**config.mk**
```make
export PLATFORM = sky130hd
export DESIGN_NAME = dr_logic_word
export DESIGN_NICKNAME = d
export VERILOG_FILES = /design/src/rtl/dr_pkg.sv /design/src/rtl/dr_celem.sv /design/src/rtl/dr_gate_bit.sv /design/src/rtl/dr_logic_word.sv
export SDC_FILE = /design/constraint.sdc
export NUM_CORES = 1
export LEC_CHECK = 0
export ABC_AREA = 1
export CORE_AREA = 2 2 70 72
export DETAILED_ROUTE_END_ITERATION = 7
export DIE_AREA = 0 0 72 74
export HOLD_SLACK_MARGIN = 0.02
export PLACE_DENSITY = 0.77
export SLEW_MARGIN = 40
export SYNTH_ARGS = -nofsm -noshare
export SYNTH_HDL_FRONTEND = slang
export SYNTH_SLANG_ARGS = --single-unit
```
**constraint.sdc**
```tcl
create_clock -name clk -period 1.5 [get_ports clk]
set_input_delay 0.15 -clock clk [delete_from_list [all_inputs] [get_ports clk]]
set_output_delay 0.15 -clock clk [all_outputs]
set_load 0.05 [all_outputs]
```
**src/rtl/dr_pkg.sv**
```systemverilog
package dr_pkg;

    typedef struct packed {
        logic t;
        logic f;
    } rail_t;

    typedef enum logic [1:0] {
        OP_OR  = 2'b00,
        OP_AND = 2'b01,
        OP_XOR = 2'b10,
        OP_XRA = 2'b11
    } op_e;

    localparam int N_MINTERM = 4;

endpackage

```
**src/rtl/dr_celem.sv**
```systemverilog
module dr_celem (
    input  logic clk,
    input  logic rst_n,
    input  logic x,
    input  logic y,
    output logic q
);

    typedef struct packed {
        logic q;
    } cel_state_t;

    cel_state_t st_d, st_q;

    always_comb begin
        st_d = st_q;
        if (x && y) begin
            st_d.q = 1'b1;
        end else if (!x && !y) begin
            st_d.q = 1'b0;
        end
    end

    always_ff @(posedge clk or negedge rst_n) begin
        if (!rst_n) begin
            st_q <= '0;
        end else begin
            st_q <= st_d;
        end
    end

    assign q = st_q.q;

    // both inputs high -> set
    assert_cel_set_R3: assert property (@(posedge clk) disable iff (!rst_n)
        (x && y) |=> q);

    // both inputs low -> clear
    assert_cel_clear_R5: assert property (@(posedge clk) disable iff (!rst_n)
        (!x && !y) |=> !q);

    // disagreeing inputs -> hold
    assert_cel_hold_R4: assert property (@(posedge clk) disable iff (!rst_n)
        (x != y) |=> $stable(q));

endmodule

```
**src/rtl/dr_gate_bit.sv**
```systemverilog
module dr_gate_bit
    import dr_pkg::*;
(
    input  logic  clk,
    input  logic  rst_n,
    input  op_e   op,
    input  rail_t a,
    input  rail_t b,
    output rail_t y
);

    // m[k]: cell k pairs a rail (k[1]: 1 true, 0 false) with b rail (k[0])
    logic [N_MINTERM-1:0] m;

    for (genvar k = 0; k < N_MINTERM; k++) begin : g_cell
        localparam logic SEL_A = 1'((k >> 1) & 1);
        localparam logic SEL_B = 1'(k & 1);
        dr_celem u_cel (
            .clk   (clk),
            .rst_n (rst_n),
            .x     (SEL_A ? a.t : a.f),
            .y     (SEL_B ? b.t : b.f),
            .q     (m[k])
        );
    end

    always_comb begin
        y = '0;
        unique case (op)
            OP_OR: begin
                y.t = m[3] | m[2] | m[1];
                y.f = m[0];
            end
            OP_AND: begin
                y.t = m[3];
                y.f = m[2] | m[1] | m[0];
            end
            default: begin
                y.t = m[2] | m[1];
                y.f = m[3] | m[0];
            end
        endcase
    end

    logic a_null, b_null, a_val, b_val, y_val;
    assign a_null = !a.t && !a.f;
    assign b_null = !b.t && !b.f;
    assign a_val  = a.t ^ a.f;
    assign b_val  = b.t ^ b.f;
    assign y_val  = y.t | y.f;

    assert_no_both_rails_R2: assert property (@(posedge clk) disable iff (!rst_n)
        !(y.t && y.f));

    assert_arrive_needs_both_R3: assert property (@(posedge clk) disable iff (!rst_n)
        $rose(y_val) |-> $past(a_val && b_val));

    assert_hold_until_empty_R4: assert property (@(posedge clk) disable iff (!rst_n)
        (y_val && !(a_null && b_null)) |=> (!$stable(op) || $stable(y)));

    assert_return_null_R5: assert property (@(posedge clk) disable iff (!rst_n)
        (a_null && b_null) |=> !y_val);

endmodule

```
**src/rtl/dr_logic_word.sv**
```systemverilog
module dr_logic_word
    import dr_pkg::*;
#(
    parameter int WIDTH = 8
) (
    input  logic             clk,
    input  logic             rst_n,
    input  logic [1:0]       op_sel,
    input  logic [WIDTH-1:0] a_t,
    input  logic [WIDTH-1:0] a_f,
    input  logic [WIDTH-1:0] b_t,
    input  logic [WIDTH-1:0] b_f,
    output logic [WIDTH-1:0] y_t,
    output logic [WIDTH-1:0] y_f
);

    op_e op;
    assign op = op_e'(op_sel);

    for (genvar i = 0; i < WIDTH; i++) begin : g_bit
        rail_t a_r, b_r, y_r;
        assign a_r = '{t: a_t[i], f: a_f[i]};
        assign b_r = '{t: b_t[i], f: b_f[i]};

        dr_gate_bit u_bit (
            .clk   (clk),
            .rst_n (rst_n),
            .op    (op),
            .a     (a_r),
            .b     (b_r),
            .y     (y_r)
        );

        assign y_t[i] = y_r.t;
        assign y_f[i] = y_r.f;
    end

    // no result rail is high in the cycle after reset release
    assert_reset_null_R1: assert property (@(posedge clk) disable iff (!rst_n)
        $rose(rst_n) |-> (y_t == '0 && y_f == '0));

endmodule

```
==> results.py, run 1 <==
metrics = {
    "synthesis": {
        "yosys.area_share.simple_pct": 17.67,
        "yosysSeqAreaShare_pct": 42.67,
        "yosys.area_share.xor_xnor_pct": 0,
        "yosysWarningCount": 0,
        "netlist_instances": 221,
        "synth_compound_area_share_pct": 10.67,
        "synth.area.mux_share_pct": 0,
        "syn_area_per_cell_um2": 8.492,
        "synth_cell_type_count": 12,
        "synth-adder-area-share_pct": 21.33,
        "synth_top_family_by_area": "adder cells",
        "synth_nets": 289,
        "syn-cell-area_um2": 1877,
        "ys_ff_latch": 32,
    },
    "critical_path": {
        "required_ps": 1350,
        "critPathMaxFanout": 8,
        "crit_type": "input pin to output pin",
        "endpoint_kind": "output pin",
        "start_kind": "input pin",
        "arrival_ps": 1250,
    },
    "final_layout": {
        "drive_gt1_share_pct": 10.60,
        "antenna_cells": 0,
        "syn2layout_area_growth_pct": 46.87,
        "largest_reg_flops": 32,
        "fin_nets": 350,
    },
    "worst_hold_path": {
        "hp-class": "input pin to async pin",
    },
    "cts": {
        "path_clk_slew_ps": 60,
        "cts_buffers": 5,
        "post-cts-setup-buffers": 0,
        "cts_resized": 0,
        "cts_sinks": 32,
        "cts_max_path_buffers": 2,
        "cts_tree": "built",
        "insertion_delay_ps": 280,
        "cts-hold-fix-buffers": 0,
        "cts_root_buf": "clkbuf_8",
        "cts_max_level": 2,
    },
    "timing": {
        "drv_slew": 0,
        "skew_ps": 0,
        "fin_crit_ps": 1399,
        "fin_setup_tns_ps": 0,
        "fmax_mhz": 714.6,
        "setup_violations": 0,
        "finalHoldViolCount": 0,
        "whs_ps": 275.0,
        "rsz0062_at_grt": "false",
        "maxSlewHeadroom_pct": 72.31,
        "max_slew.worst_pin.slew_ps": 415.3,
        "finalCritPeriodShare_pct": 93.29,
    },
    "die": {
        "rows": 25,
        "fp.dieW_um": 72,
        "io_pins": 52,
        "core_area_um2": 4598,
        "die-area_um2": 5328,
        "initial_core_util_pct": 40.82,
        "die_h_um": 74,
    },
    "power": {
        "clkPwrFrac_pct": 23.7,
        "irDropWorstVdd_uv": 713.4,
        "internal_power_uw": 1889,
        "p_switching_uw": 981.3,
        "sw_frac_of_total_pct": 34.19,
        "power_frac_comb_pct": 40.5,
        "power.density_nw_per_um2": 1041,
        "cellLeakagePower_uw": 0.001424,
        "seq_power_share_pct": 35.8,
    },
    "global_route": {
        "grt_pass1_wl_um": 6768,
        "grt_pass1_vias": 1550,
        "track_usage_pct": 16.65,
        "grt_overflow_total": 0,
        "antenna_found_initial": 0,
        "grt_max_degree": 33,
    },
    "drt": {
        "vias": 1624,
        "viasPerCell": 4.819,
        "wirelength_um": 3914,
        "first_pass_iters": 4,
        "drt_iter0_drc": 57,
        "detail_route.drc_violations": 0,
        "wl_per_cell_um": 11.61,
        "antenna_left": 0,
    },
    "outcome": {
        "outcome": "complete, no violations",
    },
    "place": {
        "io_buffers": 51,
        "gp_congestion": 0.8558,
        "dp_hpwl_um": 3053,
    },
    "flow_run": {
        "maxCapViolations": 0,
    },
}
[stage by stage]
step | cells | setup WS [ps] | power [uW] | area, um^2 | utilization, %
2_1_floorplan | 221 | 540.8 | 1628 | 1877 | -
3_5_place_dp | 328 | 12.25 | 2208 | 2639 | 57.39
4_1_cts | 336 | 9.724 | 2892 | 2729 | 59.35
5_1_grt | 337 | 51.48 | 3047 | 2756 | 59.95
3_3_place_gp | 328 | 34.74 | 2187 | 2639 | 57.39
6_report | 337 | 100.6 | 2870 | 2756 | 59.95
[final cells by class]
class | count | area [um^2]
flip-flops and latches | 32 | 800.8
well taps | 54 | 67.56
multi-input cells | 154 | 932.1
fillers | 387 | 1842
clock buffers | 8 | 90.09
inverters | 34 | 132.6
repair buffers | 55 | 733.2
[cell usage in the layout, fill, tap and decap left out]
cell type        instances
dfrtp_1                 32
o21ai_0                 16
nor2_8                   1
clkbuf_8                 6
nand2_1                 64
nor2_1                  16
dlymetal6s2s_1           1
clkbuf_16                1
a21oi_1                 24
buf_12                  17
clkdlybuf4s50_1         34
inv_2                    1
nand2_4                  1
buf_4                    2
ha_1                    32
inv_6                    1
clkbuf_1                 2
inv_1                   32
[layer usage]
metal | part of all wire (%) | global-route usage (%) | wire length (um)
met4 | 1.6 | 6.289 | 61
met3 | 6.4 | 4.607 | 252
met5 | 0 | 0 | 0
met2 | 47 | 27.67 | 1858
met1 | 44 | 20.90 | 1740
[worst max-delay path, stage by stage]
cell and delay [ps]:
clkdlybuf4s50_1 530, inv_2 80, nor2_8 160, nand2_1 70, nand2_1 120, buf_12 150
[worst paths after layout]
path	start	endpoint	slack, ps	cells after the start
worst min register to register	g_bit[5].u_bit.g_cell[0].u_cel.q$_DFFE_PN0P_	g_bit[5].u_bit.g_cell[0].u_cel.q$_DFFE_PN0P_	490	2
worst max-delay path	op_sel[0]	y_f[5]	100	6
worst max register to register	g_bit[1].u_bit.g_cell[3].u_cel.q$_DFFE_PN0P_	g_bit[1].u_bit.g_cell[3].u_cel.q$_DFFE_PN0P_	830	2
min in group clk	g_bit[5].u_bit.g_cell[0].u_cel.q$_DFFE_PN0P_	g_bit[5].u_bit.g_cell[0].u_cel.q$_DFFE_PN0P_	490	2
max in group asynchronous	rst_n	g_bit[0].u_bit.g_cell[1].u_cel.q$_DFFE_PN0P_	930	2
worst min-delay path	rst_n	g_bit[7].u_bit.g_cell[2].u_cel.q$_DFFE_PN0P_	270	2
[Yosys cell counts, drive strengths merged]
cell | n | area [um^2]
inv | 34 | 132.6
a21oi | 24 | 120.1
nand2 | 65 | 251.5
nor2 | 17 | 80.08
buf | 1 | 11.26
ha | 32 | 400.4
o21ai | 16 | 80.08
dfrtp | 32 | 800.8
[logic make-up after synthesis]
logic type                 count (synthesis)
and+or+nand+nor                           82
buffers and inverters                     35
DFF                                       32
AOI/OAI and AO/OA                         40
adders and majority gates                 32
[power groups by stage]
stage	Combinational, uW	Clock [uW]	Sequential [uW]
6_report	1160	679	1030
3_3_place_gp	1150	0	1040
2_1_floorplan	597	0	1030
5_1_grt	1260	745	1040
3_5_place_dp	1160	0	1040
4_1_cts	1170	695	1030
Note: power is estimated with default switching activity, not from simulation.
==> run 2, diff against run 1 <==
--- a/config.mk
+++ b/config.mk
@@ -10,7 +10,7 @@
 export DETAILED_ROUTE_END_ITERATION = 7
 export DIE_AREA = 0 0 72 74
 export HOLD_SLACK_MARGIN = 0.02
-export PLACE_DENSITY = 0.77
+export PLACE_DENSITY = 0.79
 export SLEW_MARGIN = 40
 export SYNTH_ARGS = -nofsm -noshare
 export SYNTH_HDL_FRONTEND = slang
==> results.py, run 2 (same netlist as run 1, synthesis figures left out) <==
metrics = {
    "timing": {
        "fin_crit_ps": 1376,
        "finalCritPeriodShare_pct": 91.75,
        "skew_ps": 0,
        "finalHoldViolCount": 0,
        "fmax_mhz": 726.6,
        "max_slew.worst_pin.slew_ps": 417.3,
        "rsz0062_at_grt": "false",
        "maxSlewHeadroom_pct": 72.18,
        "drv_slew": 0,
        "setup_violations": 0,
        "fin_setup_tns_ps": 0,
    },
    "drt": {
        "drt_iter0_drc": 77,
        "vias": 1559,
        "detail_route.drc_violations": 0,
        "wirelength_um": 3988,
        "antenna_left": 0,
        "first_pass_iters": 4,
        "viasPerCell": 4.626,
        "wl_per_cell_um": 11.83,
    },
    "outcome": {
        "outcome": "complete, no violations",
    },
    "die": {
        "initial_core_util_pct": 40.82,
        "rows": 25,
        "io_pins": 52,
        "die_h_um": 74,
        "die-area_um2": 5328,
        "fp.dieW_um": 72,
        "core_area_um2": 4598,
    },
    "final_layout": {
        "antenna_cells": 0,
        "fin_nets": 350,
        "final_area_um2": 2755,
        "syn2layout_area_growth_pct": 46.80,
        "final_common_cell": "nand2_1",
        "largest_reg_flops": 32,
        "finalNonFillerCells": 337,
        "drive_gt1_share_pct": 10.95,
        "mostFrequentLayoutCells": "nand2_1 (64), clkdlybuf4s50_1 (34), inv_1 (32), ha_1 (32), dfrtp_1 (32)",
    },
    "cts": {
        "cts_sinks": 32,
        "cts-hold-fix-buffers": 0,
        "cts_max_path_buffers": 2,
        "cts_max_level": 2,
        "cts_buffers": 5,
        "insertion_delay_ps": 280,
        "cts_tree": "built",
        "cts_root_buf": "clkbuf_8",
        "path_clk_slew_ps": 60,
    },
    "power": {
        "cellLeakagePower_uw": 0.001422,
        "p_switching_uw": 989.9,
        "power_frac_comb_pct": 40.5,
        "irDropWorstVdd_uv": 614.0,
        "internal_power_uw": 1889,
        "sw_frac_of_total_pct": 34.39,
        "fin_total_pwr_uw": 2879,
        "power.density_nw_per_um2": 1045,
        "clkPwrFrac_pct": 23.7,
        "seq_power_share_pct": 35.8,
    },
    "critical_path": {
        "worstPathCellList": "clkdlybuf4s50_1 -> buf_4 -> nand2_4 -> nand2_1 -> nand2_1 -> buf_12",
        "path_buf_inv": 3,
        "critPathMaxFanout": 8,
        "required_ps": 1350,
        "start_kind": "input pin",
        "critical_path.top_delay_family": "buffers and inverters",
        "arrival_ps": 1230,
        "endpoint_kind": "output pin",
        "crit_top_cell": "nand2_1",
        "cp_slowest_stage_delay_ps": 500,
        "crit_type": "input pin to output pin",
        "cp_slowest_cell": "clkdlybuf4s50_1",
        "rrSetupSlack_ps": 830,
    },
    "global_route": {
        "antenna_found_initial": 0,
        "grt_max_degree": 33,
        "grt_pass1_vias": 1577,
        "grt_overflow_total": 0,
        "grt_pass1_wl_um": 6658,
        "track_usage_pct": 16.46,
    },
    "place": {
        "dp_hpwl_um": 3102,
        "gp_congestion": 0.7946,
        "place_inst": 328,
        "placed_area_um2": 2639,
        "io_buffers": 51,
    },
    "worst_hold_path": {
        "hp-class": "input pin to async pin",
    },
    "flow_run": {
        "maxCapViolations": 0,
    },
}
-- run 2: repair_timing --
action                                  4_1_cts  5_1_grt
endpoints found under the setup margin        2       11
setup buffers                                 1        0
gates resized for setup                       0        2
gates cloned                                  0        0
pin swaps                                     0        0
-- run 2: final timing paths --
kind | endpoint | from | cells past startpoint
worst max-delay path | y_t[3] | op_sel[0] | 6
worst min-delay path | g_bit[6].u_bit.g_cell[2].u_cel.q$_DFFE_PN0P_ | rst_n | 2
worst max register to register | g_bit[1].u_bit.g_cell[3].u_cel.q$_DFFE_PN0P_ | g_bit[1].u_bit.g_cell[3].u_cel.q$_DFFE_PN0P_ | 2
worst min register to register | g_bit[2].u_bit.g_cell[0].u_cel.q$_DFFE_PN0P_ | g_bit[2].u_bit.g_cell[0].u_cel.q$_DFFE_PN0P_ | 2
max in group asynchronous | g_bit[7].u_bit.g_cell[2].u_cel.q$_DFFE_PN0P_ | rst_n | 2
min in group clk | g_bit[2].u_bit.g_cell[0].u_cel.q$_DFFE_PN0P_ | g_bit[2].u_bit.g_cell[0].u_cel.q$_DFFE_PN0P_ | 2
-- run 2: final cells by class --
cell class	instances	area, um^2
Multi-Input combinational cell	154	935.9
Fill cell	399	1843
Clock buffer	8	90.09
Timing Repair Buffer	55	728.2
Tap cell	54	67.56
Sequential cell	32	800.8
Inverter	34	132.6
-- run 2: routing by layer --
layer | share of wire (%) | vias up | global-route usage (%)
li1 | - | 825 | -
met1 | 43 | 691 | 18.59
met2 | 50 | 36 | 30.45
met3 | 5.0 | 7 | 3.659
met4 | 1.6 | 0 | 6.289
met5 | 0 | - | 0
-- run 2: stage by stage --
step                      hold WS, ps  setup WS, ps  util (%)
after floorplan                -145.6         540.8         -
after global placement          465.3         32.98     57.39
after detailed placement        469.3         6.125     57.39
after CTS                       282.5         8.636     59.78
after global routing            317.6         93.21     59.92
final                           273.3         123.7     59.92
-- run 2: power groups by stage --
stage	Combinational (uW)	Clock (uW)	Sequential [uW]
after floorplan	597	0	1030
after global placement	1140	0	1040
after detailed placement	1170	0	1050
after CTS	1180	702	1030
after global routing	1260	738	1040
final	1170	682	1030
-- run 2: worst register-to-register path: cells and delay by family, from the launching register on --
family           cells  cell delay [ps]
AO/OA/AOI/OAI        1               90
flip-flops           1              390
AND/OR/NAND/NOR      1               70
==> run 3, diff against run 2 <==
--- a/config.mk
+++ b/config.mk
@@ -11,6 +11,7 @@
 export DIE_AREA = 0 0 72 74
 export HOLD_SLACK_MARGIN = 0.02
 export PLACE_DENSITY = 0.79
+export SKIP_LAST_GASP = 1
 export SLEW_MARGIN = 40
 export SYNTH_ARGS = -nofsm -noshare
 export SYNTH_HDL_FRONTEND = slang
==> results of run 3 <==
Final layout, timing and power as in run 2 (identical DEF).
